**config.mk**
```make
export PLATFORM = sky130hd
export DESIGN_NAME = maskgpio
export DESIGN_NICKNAME = d
export VERILOG_FILES = /design/src/rtl/maskgpio_pkg.sv /design/src/rtl/maskgpio_rst_sync.sv /design/src/rtl/maskgpio_in_sync.sv /design/src/rtl/maskgpio_regs.sv /design/src/rtl/maskgpio.sv
export SDC_FILE = /design/constraint.sdc
export NUM_CORES = 1
export LEC_CHECK = 0
export ABC_AREA = 1
export CORE_MARGIN = 2
export CORE_UTILIZATION = 50
export CTS_BUF_LIST = sky130_fd_sc_hd__clkbuf_8
export CTS_CLUSTER_DIAMETER = 60
export DETAILED_ROUTE_END_ITERATION = 6
export PLACE_DENSITY = 0.9
export SYNTH_ARGS = -nofsm -noshare
export SYNTH_HDL_FRONTEND = slang
export SYNTH_SLANG_ARGS = --single-unit
```
**constraint.sdc**
```tcl
create_clock -name clk -period 6 [get_ports clk]
set_input_delay 0.9 -clock clk [delete_from_list [all_inputs] [get_ports clk]]
set_output_delay 0.9 -clock clk [all_outputs]
set_load 0.01 [all_outputs]
```
**src/rtl/maskgpio_pkg.sv**
```systemverilog
package maskgpio_pkg;

  // Control page slot index: word-address bits [4:2] inside page 1.
  // The order fixes the byte offsets 0x400 to 0x41C that software relies on.
  typedef enum logic [2:0] {
    SLOT_DIR    = 3'd0,
    SLOT_SENSE  = 3'd1,
    SLOT_BOTH   = 3'd2,
    SLOT_EVENT  = 3'd3,
    SLOT_ENABLE = 3'd4,
    SLOT_RAW    = 3'd5,
    SLOT_MASKED = 3'd6,
    SLOT_CLEAR  = 3'd7
  } ctrl_slot_e;

  localparam int SLOT_BITS = 3;

  // Address pages above the mask field.
  localparam int PAGE_DATA = 0;
  localparam int PAGE_CTRL = 1;

endpackage

```
**src/rtl/maskgpio_rst_sync.sv**
```systemverilog
module maskgpio_rst_sync #(
  parameter int STAGES = 2
) (
  input  logic clk,
  input  logic rst_n_in,
  output logic rst_n_out
);

  logic [STAGES-1:0] chain_q;
  logic [STAGES-1:0] chain_d;

  always_comb begin
    chain_d = {chain_q[STAGES-2:0], 1'b1};
  end

  always_ff @(posedge clk or negedge rst_n_in) begin
    if (!rst_n_in) begin
      chain_q <= '0;
    end else begin
      chain_q <= chain_d;
    end
  end

  assign rst_n_out = chain_q[STAGES-1];

endmodule

```
**src/rtl/maskgpio_in_sync.sv**
```systemverilog
module maskgpio_in_sync #(
  parameter int PINS   = 8,
  parameter int STAGES = 2
) (
  input  logic            clk,
  input  logic            rst_n,
  input  logic [PINS-1:0] din,
  output logic [PINS-1:0] dout
);

  logic [STAGES-1:0][PINS-1:0] stage_q;

  always_ff @(posedge clk or negedge rst_n) begin
    if (!rst_n) begin
      stage_q[0] <= '0;
    end else begin
      stage_q[0] <= din;
    end
  end

  for (genvar s = 1; s < STAGES; s++) begin : g_stage
    always_ff @(posedge clk or negedge rst_n) begin
      if (!rst_n) begin
        stage_q[s] <= '0;
      end else begin
        stage_q[s] <= stage_q[s-1];
      end
    end
  end

  assign dout = stage_q[STAGES-1];

endmodule

```
**src/rtl/maskgpio_regs.sv**
```systemverilog
module maskgpio_regs
  import maskgpio_pkg::*;
#(
  parameter int PINS   = 8,
  parameter int ADDR_W = 12
) (
  input  logic              clk,
  input  logic              rst_n,
  input  logic              bus_sel,
  input  logic              bus_wr,
  input  logic [ADDR_W-1:2] bus_addr,
  input  logic [PINS-1:0]   bus_wdata,
  output logic [PINS-1:0]   bus_rdata,
  input  logic [PINS-1:0]   pin_sync,
  input  logic [PINS-1:0]   irq_raw,
  output logic [PINS-1:0]   pin_out,
  output logic [PINS-1:0]   pin_oe,
  output logic [PINS-1:0]   cfg_sense,
  output logic [PINS-1:0]   cfg_both,
  output logic [PINS-1:0]   cfg_event,
  output logic [PINS-1:0]   cfg_enable,
  output logic [PINS-1:0]   irq_clear
);

  localparam int PAGE_LO = PINS + 2;
  localparam int PAGE_W  = ADDR_W - PAGE_LO;

  // Address split: page selects data window or control page, lane is the mask
  logic [PAGE_W-1:0] page;
  logic [PINS-1:0]   lane;
  logic              hit_data;
  logic              hit_ctrl;
  ctrl_slot_e        slot;
  logic              wr_acc;
  logic              rd_acc;

  assign page     = bus_addr[ADDR_W-1:PAGE_LO];
  assign lane     = bus_addr[PAGE_LO-1:2];
  assign hit_data = (page == PAGE_W'(PAGE_DATA));
  assign hit_ctrl = (page == PAGE_W'(PAGE_CTRL)) && (lane[PINS-1:SLOT_BITS] == '0);
  assign slot     = ctrl_slot_e'(lane[SLOT_BITS-1:0]);
  assign wr_acc   = bus_sel && bus_wr;
  assign rd_acc   = bus_sel && !bus_wr;

  // State
  logic [PINS-1:0] dir_q,   dir_d;
  logic [PINS-1:0] out_q,   out_d;
  logic [PINS-1:0] sense_q, sense_d;
  logic [PINS-1:0] both_q,  both_d;
  logic [PINS-1:0] event_q, event_d;
  logic [PINS-1:0] en_q,    en_d;
  logic [PINS-1:0] clr_q,   clr_d;
  logic [PINS-1:0] rdata_q, rd_val;
  logic [PINS-1:0] data_view;

  // Per-pin output update: masked by address lane and by current direction
  for (genvar i = 0; i < PINS; i++) begin : g_pin
    always_comb begin
      if (wr_acc && hit_data && lane[i] && dir_q[i]) begin
        out_d[i] = bus_wdata[i];
      end else begin
        out_d[i] = out_q[i];
      end
    end

    always_comb begin
      if (dir_q[i]) begin
        data_view[i] = out_q[i];
      end else begin
        data_view[i] = pin_sync[i];
      end
    end
  end

  // Control page write decode
  always_comb begin
    dir_d   = dir_q;
    sense_d = sense_q;
    both_d  = both_q;
    event_d = event_q;
    en_d    = en_q;
    clr_d   = '0;
    if (wr_acc && hit_ctrl) begin
      unique case (slot)
        SLOT_DIR:    dir_d   = bus_wdata;
        SLOT_SENSE:  sense_d = bus_wdata;
        SLOT_BOTH:   both_d  = bus_wdata;
        SLOT_EVENT:  event_d = bus_wdata;
        SLOT_ENABLE: en_d    = bus_wdata;
        SLOT_CLEAR:  clr_d   = bus_wdata;
        default: ;
      endcase
    end
  end

  // Read mux
  always_comb begin
    rd_val = '0;
    if (hit_data) begin
      rd_val = data_view & lane;
    end else if (hit_ctrl) begin
      unique case (slot)
        SLOT_DIR:    rd_val = dir_q;
        SLOT_SENSE:  rd_val = sense_q;
        SLOT_BOTH:   rd_val = both_q;
        SLOT_EVENT:  rd_val = event_q;
        SLOT_ENABLE: rd_val = en_q;
        SLOT_RAW:    rd_val = irq_raw;
        SLOT_MASKED: rd_val = irq_raw & en_q;
        default:     rd_val = '0;
      endcase
    end
  end

  // Registers
  always_ff @(posedge clk or negedge rst_n) begin
    if (!rst_n) begin
      dir_q   <= '0;
      out_q   <= '0;
      sense_q <= '0;
      both_q  <= '0;
      event_q <= '0;
      en_q    <= '0;
      clr_q   <= '0;
    end else begin
      dir_q   <= dir_d;
      out_q   <= out_d;
      sense_q <= sense_d;
      both_q  <= both_d;
      event_q <= event_d;
      en_q    <= en_d;
      clr_q   <= clr_d;
    end
  end

  always_ff @(posedge clk or negedge rst_n) begin
    if (!rst_n) begin
      rdata_q <= '0;
    end else if (rd_acc) begin
      rdata_q <= rd_val;
    end
  end

  assign bus_rdata  = rdata_q;
  assign pin_out    = out_q;
  assign pin_oe     = dir_q;
  assign cfg_sense  = sense_q;
  assign cfg_both   = both_q;
  assign cfg_event  = event_q;
  assign cfg_enable = en_q;
  assign irq_clear  = clr_q;

endmodule

```
**src/rtl/maskgpio.sv**
```systemverilog
module maskgpio #(
  parameter int PINS        = 8,
  parameter int ADDR_W      = 12,
  parameter int SYNC_STAGES = 2
) (
  input  logic              clk,
  input  logic              rst_n,
  input  logic              bus_sel,
  input  logic              bus_wr,
  input  logic [ADDR_W-1:2] bus_addr,
  input  logic [PINS-1:0]   bus_wdata,
  output logic [PINS-1:0]   bus_rdata,
  input  logic [PINS-1:0]   pin_in,
  output logic [PINS-1:0]   pin_out,
  output logic [PINS-1:0]   pin_oe,
  input  logic [PINS-1:0]   irq_raw,
  output logic [PINS-1:0]   irq_sense,
  output logic [PINS-1:0]   irq_both,
  output logic [PINS-1:0]   irq_event,
  output logic [PINS-1:0]   irq_enable,
  output logic [PINS-1:0]   irq_clear
);

  logic            rst_n_int;
  logic [PINS-1:0] pin_sync;

  maskgpio_rst_sync #(.STAGES(2)) u_rst_sync (
    .clk       (clk),
    .rst_n_in  (rst_n),
    .rst_n_out (rst_n_int)
  );

  maskgpio_in_sync #(.PINS(PINS), .STAGES(SYNC_STAGES)) u_in_sync (
    .clk   (clk),
    .rst_n (rst_n_int),
    .din   (pin_in),
    .dout  (pin_sync)
  );

  maskgpio_regs #(.PINS(PINS), .ADDR_W(ADDR_W)) u_regs (
    .clk        (clk),
    .rst_n      (rst_n_int),
    .bus_sel    (bus_sel),
    .bus_wr     (bus_wr),
    .bus_addr   (bus_addr),
    .bus_wdata  (bus_wdata),
    .bus_rdata  (bus_rdata),
    .pin_sync   (pin_sync),
    .irq_raw    (irq_raw),
    .pin_out    (pin_out),
    .pin_oe     (pin_oe),
    .cfg_sense  (irq_sense),
    .cfg_both   (irq_both),
    .cfg_event  (irq_event),
    .cfg_enable (irq_enable),
    .irq_clear  (irq_clear)
  );

endmodule

```
==> results.yml <==
outcome:
  run_status: "finished clean"
critical_path:
  type_of_the_worst_setup_path: "input pin to flip-flop"
  cp-start-kind: "input pin"
  critical_path.max_fanout: 27
  path_buf_inv: 1
  cp_data_required_time_ns: 6.28
  critical-path-slowest-cell: "clkdlybuf4s50_1"
  crit-reg2reg-launch: "u_regs.pin_oe[3]"
  cell_breakdown_of_the_critical_path: "clkdlybuf4s50_1 > nor2_4 > nand2_1 > nor2_1 > nor2_1 > nand2_1 > nand2_1 > a21oi_1"
  cpLargestDelayFamily: "simple AND/OR/NAND/NOR gates"
  crit_top_cell: "nand2_1"
  crit_path_start: "bus_addr[2]"
  cp_data_arrival_time_ns: 3.25
  endpoint_kind: "flip-flop"
  worst_path_largest_cell_delay_ns: 1.03
clock_tree:
  cts_tree: "built"
  root_buffer: "clkbuf_8"
  worstSkewPairLatency_ns: 0.36
  number_of_cells_upsized_or_downsized_after_cts: 0
  cts_made_buffers: 9
  clock_sinks: 82
  ctsHoldBuffers: 0
  setup_repair_bufs_after_cts: 0
  cts.clk_slew.worst_paths_ns: 0.09
  clock_tree.buffer_depth: 2
  cts-htree-levels: 3
global_route:
  first_global_vias: 3387
  gr-total-overflow: 0
  grt_pass1_wl_um: 17700
  groute.usage.overall_pct: 27.3
  grt_antenna_before_repair: 0
  pin_count_of_the_biggest_net_entering_global_routing: 81
finish:
  finish.net_count: 571
  area_delta_synth_final_pct: 31.6
  ratio_of_cells_with_drive_above_1_in_the_final_layout_pct: 11.5
  antenna-diode-count: 0
  fin_area_um2: 5090
  final_core_utilization_pct: 66.9
die:
  die_width_um: 92.0
  initial_core_util_pct: 50.9
  fp-row-count: 32
  floorplan.die.height_um: 92.0
  ios: 102
  die_area_um2: 8460
  core_region_area_um2: 7610
yosys:
  synth.most_common_cell: "nand2_1"
  ys_async_sr_fraction_pct: 100
  warnings_from_yosys: 0
  synth_top_cells_by_area: "dfrtp_1 53%, nand2_1 11%, o21ai_2 4.5%"
  synth_cell_types: 29
  postSynth.topFlopCell: "dfrtp_1"
  synthCells: 437
  area_share_of_the_largest_cell_type_after_synthesis_pct: 53.0
  synth_fp_nets: 475
  syn_area_um2: 3870
  seq_area_frac_synth_pct: 53.0
  synth.avg_cell_area_um2: 8.86
  number_of_enable_flip_flop_cells_after_synthesis: 0
  yosys_register_bits: 82
  synth_top_cells_by_count: "115 x nand2_1, 82 x dfrtp_1, 37 x nor2_1"
  synth_area_leader_cell: "dfrtp_1"
pwr:
  cellPowerDensity_nw_per_um2: 214
  leakage_nw: 2.32
  worst_supply_voltage_drop_on_vdd_mv: 0.190
sta:
  fmaxAchievable_mhz: 337
  tightestPinTransition_ns: 1.19
  timing.final.ws_setup_ns: 3.03
  number_of_slew_limit_violations_in_the_final_report: 0
  totalNegativeSetupSlack_ns: 0
  rsz0062_at_grt: "no"
  fin_worst_skew_ns: 0.00938
  final_report_setup_violation_count: 0
  period_minus_slack_ns: 2.97
  final-hold-violation-count: 0
  max-slew-margin-rel_pct: 20.3
  final_min_period_over_clock_period_pct: 49.5
place:
  gpl.final_weighted_congestion: 0.878
  placement.setup.worst_slack_ns: 2.75
  post-dp-hpwl_um: 7710
  postPlaceCellArea_um2: 4890
  buffer_ports.inserted: 101
route:
  drt_iter0_markers: 294
  drt_pre_antenna_iters: 7
  antenna_left: 0
  wire_per_inst_um: 17.3
  total_vias_in_the_final_route: 3527
  totalWireLength_um: 11100
  post_drt_via_cell_ratio: 5.51
  drc: 0
worst_hold_path:
  min_delay_startpoint: "u_in_sync.stage_q[4]"
  hp-class: "flip-flop to flip-flop"
flow_run:
  max-cap-violations: 0
==> state kept, by name (all words and copies together), names as in the netlist <==
signal and count:
u_regs.irq_clear 8, u_regs.pin_out 8, u_regs.pin_oe 8, u_regs.bus_rdata 8, u_in_sync.stage_q 8, u_rst_sync.chain_q 2, u_regs.cfg_sense 8, u_regs.cfg_enable 8
u_regs.cfg_both 8, u_regs.cfg_event 8, u_in_sync.dout 8
==> cell families (layout without fill, tap and decap cells) <==
group	Yosys count	count (layout)	synth area share (%)
and+or+nand+nor	232	232	28.9
DFF	82	82	53.0
AOI/OAI and AO/OA	69	69	11.2
buffers and inverters	53	154	6.82
other	1	1	0.0969
==> power by group <==
part           internal [W]  switching (W)  total, W
Combinational     0.0000495      0.0000707  0.000120
Sequential         0.000567     0.00000895  0.000576
Clock              0.000162       0.000232  0.000394
==> layer usage <==
layer	up-vias	routed length, um	global-route usage, %
met2	174	5180	41.2
met5	-	0	0
met4	0	189	9.20
met3	21	827	5.51
met1	1688	4880	39.7
li1	1644	-	-
==> per-stage QoR <==
step | cells | hold WS, ns | power [W]
after detailed placement | 624 | 0.336 | 0.000706
after global placement | 624 | 0.332 | 0.000704
after floorplan | 437 | 0.331 | 0.000644
final | 640 | 0.357 | 0.00109
after global routing | 640 | 0.366 | 0.00113
after CTS | 640 | 0.359 | 0.00109
==> cells in the final DEF, fill, tap and decap left out, types with 3 or more instances in the layout <==
cell type and count:
nand2_1 115, clkdlybuf4s50_1 101, dfrtp_1 81, nor2_1 37, nand3_1 30, inv_1 29, o21ai_1 28, nand4_1 26
o21ai_2 20, a21oi_1 14, clkbuf_8 9, nor3_1 8, inv_2 5, a31oi_1 4, nor3_2 3, nand3_4 3
clkinvlp_4 3, inv_8 3
==> layout make-up <==
class | instances | area, um^2
tap | 102 | 128
timing repair buffer | 103 | 1030
inverter | 35 | 134
multi-input combinational | 302 | 1550
fill | 618 | 2520
clock buffer | 9 | 124
sequential | 82 | 2050
clock inverter | 7 | 72.6
==> final timing paths <==
check                                  endpoint  slack, ns  depth (start not counted)
max                         u_regs.bus_rdata[1]       3.03                          8
min                           u_in_sync.dout[4]       0.36                          0
max reg2reg                 u_regs.bus_rdata[3]       4.84                          6
min reg2reg                   u_in_sync.dout[4]       0.36                          0
max in group asynchronous  u_regs.cfg_enable[3]       4.86                          1
min in group asynchronous   u_regs.irq_clear[4]       0.51                          1
Note: power is estimated with default switching activity, not from simulation.
